`config.mk`:
```
export PLATFORM = sky130hd
export DESIGN_NAME = cmd_trigger_reg
export DESIGN_NICKNAME = d
export VERILOG_FILES = /design/src/rtl/cmdreg_pkg.sv /design/src/rtl/cmdreg_decode.sv /design/src/rtl/cmdreg_nvm_ctrl.sv /design/src/rtl/cmdreg_margin_ctrl.sv /design/src/rtl/cmd_trigger_reg.sv
export SDC_FILE = /design/constraint.sdc
export NUM_CORES = 1
export LEC_CHECK = 0
export BUFFER_PORTS_ARGS = -buffer_cell sky130_fd_sc_hd__buf_2
export CORE_AREA = 2 2 39 41
export DETAILED_ROUTE_END_ITERATION = 10
export DIE_AREA = 0 0 41 43
export PLACE_DENSITY = 0.7
export SLEW_MARGIN = 20
export SYNTH_ARGS = -nofsm -noshare
export SYNTH_HDL_FRONTEND = slang
export SYNTH_SLANG_ARGS = --single-unit
```
`constraint.sdc`:
```
create_clock -name clk -period 2.1 [get_ports clk]
set_clock_uncertainty 0.1 [all_clocks]
set_input_delay 0.105 -clock clk [delete_from_list [all_inputs] [get_ports clk]]
set_output_delay 0.105 -clock clk [all_outputs]
set_load 0.01 [all_outputs]
```
`src/rtl/cmdreg_pkg.sv`:
```
package cmdreg_pkg;
    localparam int REG_W = 16;
    localparam int KEY_W = 4;
    localparam logic [KEY_W-1:0] UNLOCK_KEY = 4'b0101;
    localparam logic [KEY_W-1:0] SWRST_KEY  = 4'b1010;
    // bit positions inside the command word
    localparam int UNLOCK_LSB = 12;
    localparam int GPI_BIT    = 10;
    localparam int CFGRST_BIT = 9;
    localparam int WAVE_BIT   = 8;
    localparam int MHI_BIT    = 7;
    localparam int MLO_BIT    = 6;
    localparam int RELOAD_BIT = 5;
    localparam int PROG_BIT   = 4;
    localparam int SWRST_LSB  = 0;

    typedef struct packed {
        logic sw_rst;
        logic cfg_rst;
        logic reload;
        logic prog;
        logic mhi;
        logic mlo;
        logic wave_en;
        logic gpi_en;
    } cmd_t;
endpackage

```
`src/rtl/cmdreg_decode.sv`:
```
module cmdreg_decode
    import cmdreg_pkg::*;
(
    input  logic             wr_en,
    input  logic [REG_W-1:0] wr_data,
    input  logic             lock_in,
    output logic             accept,
    output cmd_t             cmd
);
    logic key_ok;
    logic any_rst;
    logic unused_spare_bits;

    assign unused_spare_bits = wr_data[11];

    always_comb begin
        key_ok  = (wr_data[UNLOCK_LSB +: KEY_W] == UNLOCK_KEY);
        accept  = wr_en && (!lock_in || key_ok);
        any_rst = (wr_data[SWRST_LSB +: KEY_W] == SWRST_KEY) || wr_data[CFGRST_BIT];

        cmd.sw_rst  = wr_data[SWRST_LSB +: KEY_W] == SWRST_KEY;
        cmd.cfg_rst = wr_data[CFGRST_BIT];
        cmd.reload  = wr_data[RELOAD_BIT];
        cmd.prog    = wr_data[PROG_BIT] && !wr_data[RELOAD_BIT];
        // a reset in the same word overrides margin and enable bits
        cmd.mhi     = wr_data[MHI_BIT] && !any_rst;
        cmd.mlo     = wr_data[MLO_BIT] && !wr_data[MHI_BIT] && !any_rst;
        cmd.wave_en = wr_data[WAVE_BIT] && !any_rst;
        cmd.gpi_en  = wr_data[GPI_BIT] && !any_rst;
    end
endmodule

```
`src/rtl/cmdreg_nvm_ctrl.sv`:
```
module cmdreg_nvm_ctrl (
    input  logic clk,
    input  logic rst_n,
    input  logic req_reload,
    input  logic req_prog,
    input  logic done,
    output logic reload_pulse,
    output logic prog_pulse,
    output logic busy
);
    typedef struct packed {
        logic busy;
        logic reload_p;
        logic prog_p;
    } nvm_st_t;

    nvm_st_t st_d, st_q;

    always_comb begin
        st_d          = st_q;
        st_d.reload_p = 1'b0;
        st_d.prog_p   = 1'b0;
        if (st_q.busy) begin
            if (done) st_d.busy = 1'b0;
        end else if (req_reload) begin
            st_d.reload_p = 1'b1;
            st_d.busy     = 1'b1;
        end else if (req_prog) begin
            st_d.prog_p = 1'b1;
            st_d.busy   = 1'b1;
        end
    end

    always_ff @(posedge clk) begin
        if (!rst_n) st_q <= '0;
        else        st_q <= st_d;
    end

    assign reload_pulse = st_q.reload_p;
    assign prog_pulse   = st_q.prog_p;
    assign busy         = st_q.busy;

    // a start pulse always comes with the busy flag
    a_r6_pulse_sets_busy: assert property (@(posedge clk) disable iff (!rst_n)
        (reload_pulse || prog_pulse) |-> busy);
    // never both operations at once
    a_r6_single_start: assert property (@(posedge clk) disable iff (!rst_n)
        $onehot0({reload_pulse, prog_pulse}));
    // no new start while already busy
    a_r7_no_start_when_busy: assert property (@(posedge clk) disable iff (!rst_n)
        busy |=> !(reload_pulse || prog_pulse));
endmodule

```
`src/rtl/cmdreg_margin_ctrl.sv`:
```
module cmdreg_margin_ctrl (
    input  logic clk,
    input  logic rst_n,
    input  logic req_hi,
    input  logic req_lo,
    input  logic clear,
    input  logic at_target,
    output logic hi_pulse,
    output logic lo_pulse,
    output logic hi_active,
    output logic lo_active
);
    typedef struct packed {
        logic hi_act;
        logic lo_act;
        logic hi_p;
        logic lo_p;
    } mrg_st_t;

    mrg_st_t st_d, st_q;

    always_comb begin
        st_d      = st_q;
        st_d.hi_p = 1'b0;
        st_d.lo_p = 1'b0;
        if (at_target) begin
            st_d.hi_act = 1'b0;
            st_d.lo_act = 1'b0;
        end
        if (clear) begin
            st_d.hi_act = 1'b0;
            st_d.lo_act = 1'b0;
        end else if (req_hi) begin
            st_d.hi_act = 1'b1;
            st_d.lo_act = 1'b0;
            st_d.hi_p   = 1'b1;
        end else if (req_lo) begin
            st_d.lo_act = 1'b1;
            st_d.hi_act = 1'b0;
            st_d.lo_p   = 1'b1;
        end
    end

    always_ff @(posedge clk) begin
        if (!rst_n) st_q <= '0;
        else        st_q <= st_d;
    end

    assign hi_pulse  = st_q.hi_p;
    assign lo_pulse  = st_q.lo_p;
    assign hi_active = st_q.hi_act;
    assign lo_active = st_q.lo_act;

    // high and low requests are never pending together
    a_r9_margin_exclusive: assert property (@(posedge clk) disable iff (!rst_n)
        !(hi_active && lo_active));
    // reaching the target without a new request ends the high request
    a_r8_target_clears: assert property (@(posedge clk) disable iff (!rst_n)
        (at_target && !req_hi && !req_lo) |=> !hi_active && !lo_active);
    // a pulse always starts a pending request
    a_r8_pulse_starts: assert property (@(posedge clk) disable iff (!rst_n)
        hi_pulse |-> hi_active);
endmodule

```
`src/rtl/cmd_trigger_reg.sv`:
```
module cmd_trigger_reg
    import cmdreg_pkg::*;
(
    input  logic             clk,
    input  logic             rst_n,
    input  logic             wr_en,
    input  logic [REG_W-1:0] wr_data,
    input  logic             lock_in,
    input  logic             nvm_done,
    input  logic             at_target,
    output logic             sw_reset_pulse,
    output logic             cfg_reset_pulse,
    output logic             nvm_reload_pulse,
    output logic             nvm_prog_pulse,
    output logic             margin_hi_pulse,
    output logic             margin_lo_pulse,
    output logic             nvm_busy,
    output logic             margin_hi_active,
    output logic             margin_lo_active,
    output logic             wavegen_en,
    output logic             gpi_en
);
    typedef struct packed {
        logic sw_p;
        logic cfg_p;
        logic wave;
        logic gpi;
    } top_st_t;

    logic    accept;
    cmd_t    cmd;
    top_st_t st_d, st_q;

    cmdreg_decode u_dec (
        .wr_en   (wr_en),
        .wr_data (wr_data),
        .lock_in (lock_in),
        .accept  (accept),
        .cmd     (cmd)
    );

    cmdreg_nvm_ctrl u_nvm (
        .clk          (clk),
        .rst_n        (rst_n),
        .req_reload   (accept && cmd.reload),
        .req_prog     (accept && cmd.prog),
        .done         (nvm_done),
        .reload_pulse (nvm_reload_pulse),
        .prog_pulse   (nvm_prog_pulse),
        .busy         (nvm_busy)
    );

    cmdreg_margin_ctrl u_mrg (
        .clk       (clk),
        .rst_n     (rst_n),
        .req_hi    (accept && cmd.mhi),
        .req_lo    (accept && cmd.mlo),
        .clear     (accept && (cmd.sw_rst || cmd.cfg_rst)),
        .at_target (at_target),
        .hi_pulse  (margin_hi_pulse),
        .lo_pulse  (margin_lo_pulse),
        .hi_active (margin_hi_active),
        .lo_active (margin_lo_active)
    );

    always_comb begin
        st_d       = st_q;
        st_d.sw_p  = accept && cmd.sw_rst;
        st_d.cfg_p = accept && cmd.cfg_rst;
        if (accept) begin
            st_d.wave = cmd.wave_en;
            st_d.gpi  = cmd.gpi_en;
        end
    end

    always_ff @(posedge clk) begin
        if (!rst_n) st_q <= '0;
        else        st_q <= st_d;
    end

    assign sw_reset_pulse  = st_q.sw_p;
    assign cfg_reset_pulse = st_q.cfg_p;
    assign wavegen_en      = st_q.wave;
    assign gpi_en          = st_q.gpi;

    // a locked write without the key produces no action
    a_r2_locked_write_ignored: assert property (@(posedge clk) disable iff (!rst_n)
        (wr_en && lock_in && wr_data[15:12] != 4'b0101) |=>
        !(sw_reset_pulse || cfg_reset_pulse || nvm_reload_pulse || nvm_prog_pulse
          || margin_hi_pulse || margin_lo_pulse));
    // reset pulses follow a write strobe by one cycle
    a_r11_pulse_needs_write: assert property (@(posedge clk) disable iff (!rst_n)
        (sw_reset_pulse || cfg_reset_pulse) |-> $past(wr_en));
    // after a software reset the enable levels are cleared
    a_r4_reset_clears_levels: assert property (@(posedge clk) disable iff (!rst_n)
        sw_reset_pulse |-> !wavegen_en && !gpi_en && !margin_hi_active && !margin_lo_active);
endmodule

```
==> out/metrics.yaml, run 1 <==
outcome:
  status: "finished clean"
floorplan:
  core_mm2: 0.00138
  die_h_um: 43
  io_pins: 33
  dieArea_mm2: 0.00176
  fp-row-count: 14
  initial_utilization_pct: 33.2
  die_w_um: 41
placement:
  portBuffers: 31
  routabilityCongestion: 0.645
  dp_hpwl_um: 761
  dp_slack_ns: 0.652
  placed_cells: 87
global_routing:
  grt_max_degree: 12
  antenna_found_initial: 0
  track_usage_pct: 13.4
  grt_pass1_wl_um: 1570
  grt-ovfl-total: 0
  grt_pass1_vias: 450
timing:
  setup_slack_ns: 0.931
  min_period_ns: 1.17
  fmax_mhz: 856
  drv_slew: 0
  tightest_slew_ns: 0.461
  rsz0062_at_grt: "false"
  slew_headroom_pct: 69.1
  hold_viol_final: 0
  tns_ns: 0
  finalCritPeriodShare_pct: 55.7
  setup_viol_count_final: 0
critical_path:
  timing.rr.end: "u_mrg.lo_active$_SDFFE_PP0P_"
  critical_path.cell_chain: "buf_2 -> nand4bb_1 -> a21boi_2 -> nand2_2 -> nor4b_2"
  r2r_slack_ns: 1.21
  cpPeakStageDelay_ns: 0.41
  path_class: "primary input to flop"
  crit_arrival_ns: 1.24
  critPathLaunchType: "primary input"
  r2r_cells: 2
  critPathMaxFanout: 11
  slowest_stage: "a21boi_2"
  worstPathRequired_ns: 2.18
  crit_path_end_kind: "flop"
  r2r-start: "u_mrg.lo_active$_SDFFE_PP0P_"
logic_synthesis:
  synth_top_area_cell: "dfxtp_1"
  synth_compound_area_share_pct: 19.6
  synthesis.area_um2: 459
  synth_cells: 41
  synth_top_family_by_area: "simple AND/OR/NAND/NOR gates"
  synthArstFlopShare_pct: 0
  synthMuxAreaShare_pct: 0
  synth_fa_ha_area_share_pct: 0
  synth.area.top_cells: "dfxtp_1 (48%), and4bb_1 (5.4%), and3_1 (4.1%), a22o_4 (3.8%), o32ai_2 (3.5%)"
  yosysSeqAreaShare_pct: 48.0
  synth_common_cells: "dfxtp_1 (11), and3_1 (3), nand2_1 (3)"
  synth_edf_count: 0
  synth-simple-area-share_pct: 28.3
  syn_avg_cell_area_um2: 11.2
  yosysWarnings: 0
  synthesis.nets: 63
  synth_most_common_cell: "dfxtp_1"
  netlist.area_leader.share_pct: 48.0
  synthFlopType: "dfxtp_1"
  synth_xor_area_share_pct: 0
  ys_types: 21
  synth-seq-cells: 11
routing:
  detail-route-antenna-nets: 0
  drt-total-wl_um: 973
  vias: 448
  vias_per_cell: 4.67
  dr.pass1.iters: 1
  drc: 0
  routedWlPerCell_um: 10.1
  drtIter0Drc: 0
cts:
  clk_latency_ns: 0.26
  max-clock-path-buffers: 2
  clkSlewWorstSetupHoldPaths_ns: 0.06
  cts_tree: "done"
  htreeDepth: 1
  root_buffer: "clkbuf_4"
  clock-sinks: 11
  cts_buffers: 3
flow_run:
  maxCapViolations: 0
cells_and_area:
  final_core_util_pct: 50.5
  drive_above_1_share_pct: 50.0
  nNetsFinal: 103
  nFillCells: 135
  instances_no_fill: 96
  antenna_cells: 0
  syn_to_final_growth_pct: 52.3
hold_path:
  hold-path-endpoint: "cfg_reset_pulse$_SDFF_PN0_"
  hold_class: "primary input to flop"
  worst_hold_path.num_cells: 2
  hp-start: "wr_data[9]"
power:
  cellPowerDensity_mw_per_mm2: 599
  cellLeakagePower_nw: 0.346
  vdd_drop_max_v: 0.000209
  p_sw_share_pct: 22.9
  p_sw_mw: 0.0958
  power_frac_clock_pct: 33.4
  internal_power_mw: 0.323
  seq_power_share_pct: 51.8
  p_comb_share_pct: 14.8
## layout make-up
cell class | instances | area (µm²) | area share (%)
Inverter | 2 | 7.51 | 1.07
Timing Repair Buffer | 36 | 205 | 29.3
Clock buffer | 4 | 26.3 | 3.76
Sequential cell | 11 | 220 | 31.5
Tap cell | 16 | 20.0 | 2.86
Multi-Input combinational cell | 27 | 220 | 31.5
## placed cells by master (no fill, tap or decap)
cell type      Yosys  routed
o32ai_2            1       1
clkbuf_4           0       3
nor3b_2            1       1
a21boi_2           1       1
o31ai_1            1       1
o21ai_1            1       1
nand2_1            3       3
nand2_2            1       1
nor2_1             2       2
nand3_1            2       2
o31a_1             1       1
nor4b_2            1       1
and3_1             3       3
dlygate4sd3_1      0       5
buf_2              0      31
nand4bb_1          1       1
nand2b_1           2       2
o2111ai_1          1       1
dfxtp_1           11      11
clkbuf_1           0       1
inv_1              2       2
and4bb_1           2       2
a21boi_1           2       2
a22o_4             1       1
## how the worst max path moves through the flow
stage                      from                      endpoint  slack [ns]  cells past startpoint
finish              wr_data[13]   u_nvm.prog_pulse$_SDFF_PP0_        0.93                      5
global route        wr_data[13]   u_nvm.prog_pulse$_SDFF_PP0_        0.86                      5
CTS                 wr_data[13]   u_nvm.prog_pulse$_SDFF_PP0_        0.93                      5
detailed placement  wr_data[13]   u_nvm.prog_pulse$_SDFF_PP0_        0.65                      5
global placement    wr_data[13]   u_nvm.prog_pulse$_SDFF_PP0_        0.67                      5
floorplan           wr_data[13]  u_mrg.hi_active$_SDFFE_PP0P_        1.04                      5
## stage by stage
step	hold slack, ns	cell area, µm²	total power, mW
after CTS	0.0247	699	0.428
after global routing	0.0243	699	0.446
after detailed placement	0.199	623	0.277
after global placement	0.191	623	0.276
after floorplan	0.0785	459	0.249
final	0.0318	699	0.419
## cells by family after synthesis
group | count (synthesis)
flip-flops | 11
AND/OR/NAND/NOR | 18
buffers and inverters | 3
AO/OA/AOI/OAI | 9
## worst max-delay path, delay by kind of cell
| kind | cells | cell delay [ns] |
|---|---|---|
| compound gates | 1 | 0.41 |
| simple gates | 3 | 0.63 |
| buf+inv | 1 | 0.09 |
## state kept, by name (all words and copies together) (netlist names)
register            cells
cfg_reset_pulse         1
gpi_en                  1
sw_reset_pulse          1
u_mrg.hi_active         1
u_mrg.hi_pulse          1
u_mrg.lo_active         1
u_mrg.lo_pulse          1
u_nvm.busy              1
u_nvm.prog_pulse        1
u_nvm.reload_pulse      1
wavegen_en              1
## metal layers
metal | track usage (%) | up-vias | part of all wire (%)
met2 | 22.8 | 20 | 51
li1 | - | 231 | -
met5 | 0 | - | 0
met1 | 12.7 | 195 | 38
met3 | 1.57 | 2 | 9.0
met4 | 12.0 | 0 | 1.4
## what timing repair did
action,in CTS,in global routing
endpoints found under the hold margin,5,0
buffers inserted,0,0
gates resized for setup,0,0
hold buffers,5,0
## power groups by stage
stage                     clock network (mW)  logic [mW]  registers [mW]
after floorplan                            0      0.0239           0.225
final                                  0.140      0.0619           0.217
after global routing                   0.160      0.0682           0.218
after CTS                              0.148      0.0622           0.217
after global placement                     0      0.0543           0.222
after detailed placement                   0      0.0552           0.222
Power figures use the tool's default switching activity.
==> run 2: changes to the inputs <==
--- a/config.mk
+++ b/config.mk
@@ -5,11 +5,12 @@
 export SDC_FILE = /design/constraint.sdc
 export NUM_CORES = 1
 export LEC_CHECK = 0
+export ABC_AREA = 1
 export BUFFER_PORTS_ARGS = -buffer_cell sky130_fd_sc_hd__buf_2
-export CORE_AREA = 2 2 39 41
+export CORE_MARGIN = 2
+export CORE_UTILIZATION = 35
 export DETAILED_ROUTE_END_ITERATION = 10
-export DIE_AREA = 0 0 41 43
-export PLACE_DENSITY = 0.7
+export PLACE_DENSITY = 0.72
 export SLEW_MARGIN = 20
 export SYNTH_ARGS = -nofsm -noshare
 export SYNTH_HDL_FRONTEND = slang
==> constraint.sdc (replaced) <==
create_clock -name clk -period 1 [get_ports clk]
set_clock_uncertainty 0.1 [all_clocks]
set_input_delay 0.05 -clock clk [delete_from_list [all_inputs] [get_ports clk]]
set_output_delay 0.05 -clock clk [all_outputs]
set_load 0.01 [all_outputs]
==> run 2 against run 1 <==
Compared with the run above:
- combinational power increased to 2.7 times the previous value
- sequential share of layout area shrank 3.1 points
- critical path depth shrank 1
- final cell count increased by 25%
- flip-flop and latch count stayed put
- synthesized cell count is 51% higher
- setup slack got worse by 0.89 ns
- routed wire length grew 17%
- utilization rose by 9.1 points
- via count grew 18%
- clock power rose by 110%
- synthesized area grew 6.8%
- largest power group unchanged
- highest routed layer unchanged
==> out/metrics.yaml, run 2 <==
critical_path:
  critical_path.cell_chain: "dlygate4sd3_1 -> buf_2 -> nand2_1 -> nor3_2"  # was buf_2 -> nand4bb_1 -> a21boi_2 -> nand2_2 -> nor4b_2
  slowest_stage: "dlygate4sd3_1"  # was a21boi_2
  critPathLaunchType: "primary input"  # unchanged
  crit_cells: 4  # was 5
  path_class: "primary input to flop"  # unchanged
  timing.rr.end: "u_mrg.hi_active$_SDFFE_PP0P_"  # was u_mrg.lo_active$_SDFFE_PP0P_
  r2r_cells: 3  # was 2
  worstPathRequired_ns: 1.10  # was 2.18 ns
  critPathMaxFanout: 7  # was 11
  crit_path_end_kind: "flop"  # unchanged
  crit_family: "buffers and inverters"  # was simple AND/OR/NAND/NOR gates
  cpPeakStageDelay_ns: 0.55  # was 0.41 ns
  crit_arrival_ns: 1.06  # was 1.24 ns
  r2r_slack_ns: 0.17  # was 1.21 ns
  r2r-start: "u_mrg.hi_active$_SDFFE_PP0P_"  # was u_mrg.lo_active$_SDFFE_PP0P_
  crit_buf_inv: 2  # was 1
logic_synthesis:
  yosysWarnings: 0  # unchanged
  netlist.area_leader.share_pct: 44.9  # was 48.0%
  synth_cells: 62  # was 41
  synth_edf_count: 0  # unchanged
  syn_avg_cell_area_um2: 7.91  # was 11.2 µm²
  yosysSeqAreaShare_pct: 44.9  # was 48.0%
  synth_top_area_cell: "dfxtp_1"  # unchanged
  synth-seq-cells: 11  # unchanged
  synthesis.area_um2: 490  # was 459 µm²
  synthFlopType: "dfxtp_1"  # unchanged
  synthesis.nets: 84  # was 63
  synthArstFlopShare_pct: 0  # unchanged
  synth_common_cells: "dfxtp_1 (11), nand2_1 (11), inv_1 (8), nor2_1 (8), nand3_1 (6)"  # was dfxtp_1 (11), and3_1 (3), nand2_1 (3)
  ys_types: 15  # was 21
  synth.area.top_cells: "dfxtp_1 (45%), nand2_1 (8.4%), nand2_4 (6.9%), nand3_1 (6.1%), inv_1 (6.1%)"  # was dfxtp_1 (48%), and4bb_1 (5.4%), and3_1 (4.1%), a22o_4 (3.8%), o32ai_2 (3.5%)
cells_and_area:
  layout_commonest_cell: "buf_2"  # unchanged
  drive_above_1_share_pct: 44.8  # was 50.0%
  antenna_cells: 0  # unchanged
  syn_to_final_growth_pct: 58.2  # was 52.3%
  nNetsFinal: 128  # was 103
  nFillCells: 117  # was 135
  layout.cells.most_common_list: "buf_2 (30), nand2_1 (11), dfxtp_1 (11)"  # was buf_2 (31), dfxtp_1 (11), dlygate4sd3_1 (5)
global_routing:
  antenna_found_initial: 0  # unchanged
  track_usage_pct: 14.9  # was 13.4%
  grt_pass1_vias: 503  # was 450
  grt_pass1_wl_um: 1930  # was 1570 µm
  grt_max_degree: 8  # was 12
  grt-ovfl-total: 0  # unchanged
timing:
  setup_slack_ns: 0.0425  # was 0.931 ns
  tns_ns: 0  # unchanged
  hold_viol_final: 0  # unchanged
  finalCritPeriodShare_pct: 95.7
  slew_headroom_pct: 89.3  # was 69.1%
  drv_slew: 0  # unchanged
  setup_viol_count_final: 0  # unchanged
  rsz0062_at_grt: "false"  # unchanged
  tightest_slew_ns: 0.160  # was 0.461 ns
  min_period_ns: 0.957
  whs_ns: 0.0310  # was 0.0318 ns
  fmax_mhz: 1040
cts:
  clkSlewWorstSetupHoldPaths_ns: 0.07  # was 0.06 ns
  max-clock-path-buffers: 2  # unchanged
  cts_buffers: 3  # unchanged
  clock-sinks: 11  # unchanged
  cts_tree: "done"  # unchanged
  htreeDepth: 1  # unchanged
  clk_latency_ns: 0.27  # was 0.26 ns
  root_buffer: "clkbuf_4"  # unchanged
flow_run:
  maxCapViolations: 0  # unchanged
power:
  power_frac_clock_pct: 32.4  # was 33.4%
  p_sw_mw: 0.231  # was 0.0958 mW
  vdd_drop_max_v: 0.000625  # was 0.000209 V
  p_comb_share_pct: 18.1  # was 14.8%
  cellPowerDensity_mw_per_mm2: 1180  # was 599 mW/mm²
  p_sw_share_pct: 25.2  # was 22.9%
  internal_power_mw: 0.686  # was 0.323 mW
  seq_power_share_pct: 49.5  # was 51.8%
  cellLeakagePower_nw: 0.416  # was 0.346 nW
  p_total_mw: 0.917  # was 0.419 mW
floorplan:
  fp-row-count: 13  # was 14
  initial_utilization_pct: 37.7  # was 33.2%
  die_w_um: 41.4  # was 41 µm
  dieArea_mm2: 0.00172  # was 0.00176 mm²
  core_mm2: 0.00130  # was 0.00138 mm²
  die_h_um: 41.4  # was 43 µm
  io_pins: 33  # unchanged
hold_path:
  worst_hold_path.num_cells: 4  # was 2
  hp-start: "wr_data[9]"  # unchanged
  hold-path-endpoint: "wavegen_en$_SDFFE_PN0P_"  # was cfg_reset_pulse$_SDFF_PN0_
  hold_class: "primary input to flop"  # unchanged
placement:
  portBuffers: 31  # unchanged
  dp_hpwl_um: 839  # was 761 µm
  dp_slack_ns: 0.0285  # was 0.652 ns
  routabilityCongestion: 0.691  # was 0.645
routing:
  vias_per_cell: 4.39  # was 4.67
  drt-total-wl_um: 1140  # was 973 µm
  drc: 0  # unchanged
  dr.pass1.iters: 2  # was 1
  routedWlPerCell_um: 9.53  # was 10.1 µm
  vias: 527  # was 448
  detail-route-antenna-nets: 0  # unchanged
  drtIter0Drc: 4  # was 0
outcome:
  status: "finished clean"  # unchanged
[run 2: changes by cell type after synthesis, sizes merged, moves of 3 or more]
cell	delta
and3	-3
nand3	+5
a21boi	-3
a21oi	+3
nand2	+12
nor2	+9
inv	+7
[run 2: worst max-delay path by stage]
stage / start / end
3_3_place_gp: wr_data[3] / u_mrg.lo_pulse$_SDFF_PP0_
3_5_place_dp: wr_data[15] / u_mrg.lo_pulse$_SDFF_PP0_
2_1_floorplan: u_mrg.hi_active$_SDFFE_PP0P_ / u_mrg.hi_active$_SDFFE_PP0P_
5_1_grt: rst_n / u_nvm.prog_pulse$_SDFF_PP0_
4_1_cts: at_target / u_mrg.hi_active$_SDFFE_PP0P_
6_report: rst_n / u_nvm.prog_pulse$_SDFF_PP0_
[run 2: through the flow]
stage	std cells	util [%]	instance area (µm²)
final	120	59.6	776
after global routing	120	59.6	776
after CTS	121	60.0	781
after detailed placement	108	51.1	664
after global placement	108	51.1	664
after floorplan	62	-	490
[run 2: per-layer routing]
metal  GRT usage (%)  routed length [µm]
met1            14.1                 430
met2            26.3                 588
met3            7.39                 105
met4            7.10                  18
met5               0                   0
[run 2: layout make-up]
type                            count  area (µm²)  share of cell area, %
Multi-Input combinational cell     42         231                   29.8
Sequential cell                    11         220                   28.4
Clock buffer                        4        26.3                   3.39
Timing Repair Buffer               39         240                   31.0
Inverter                            9        38.8                   5.00
Tap cell                           15        18.8                   2.42
[run 2: cells by family after synthesis]
family / synth area share [%]
and+or+nand+nor: 38.0
DFF: 44.9
buffers and inverters: 7.91
AOI/OAI and AO/OA: 9.18
[run 2: power by group through the flow]
stage / sequential (mW) / clock, mW / combinational (mW)
after floorplan: 0.470 / 0 / 0.0667
after global placement: 0.463 / 0 / 0.136
after CTS: 0.454 / 0.306 / 0.166
after detailed placement: 0.464 / 0 / 0.141
final: 0.454 / 0.297 / 0.166
after global routing: 0.455 / 0.331 / 0.185
[run 2: repair_timing]
action,CTS,global route
gates resized for setup,0,1
hold buffers,9,0
endpoints found under the setup margin,0,1
endpoints found under the hold margin,8,0
setup buffers,0,0
[run 2: worst reg2reg max path: cells and delay by family, from the launching register on]
family	cells	cell delay (ns)
compound gates	2	0.28
simple gates	1	0.06
flops	1	0.33
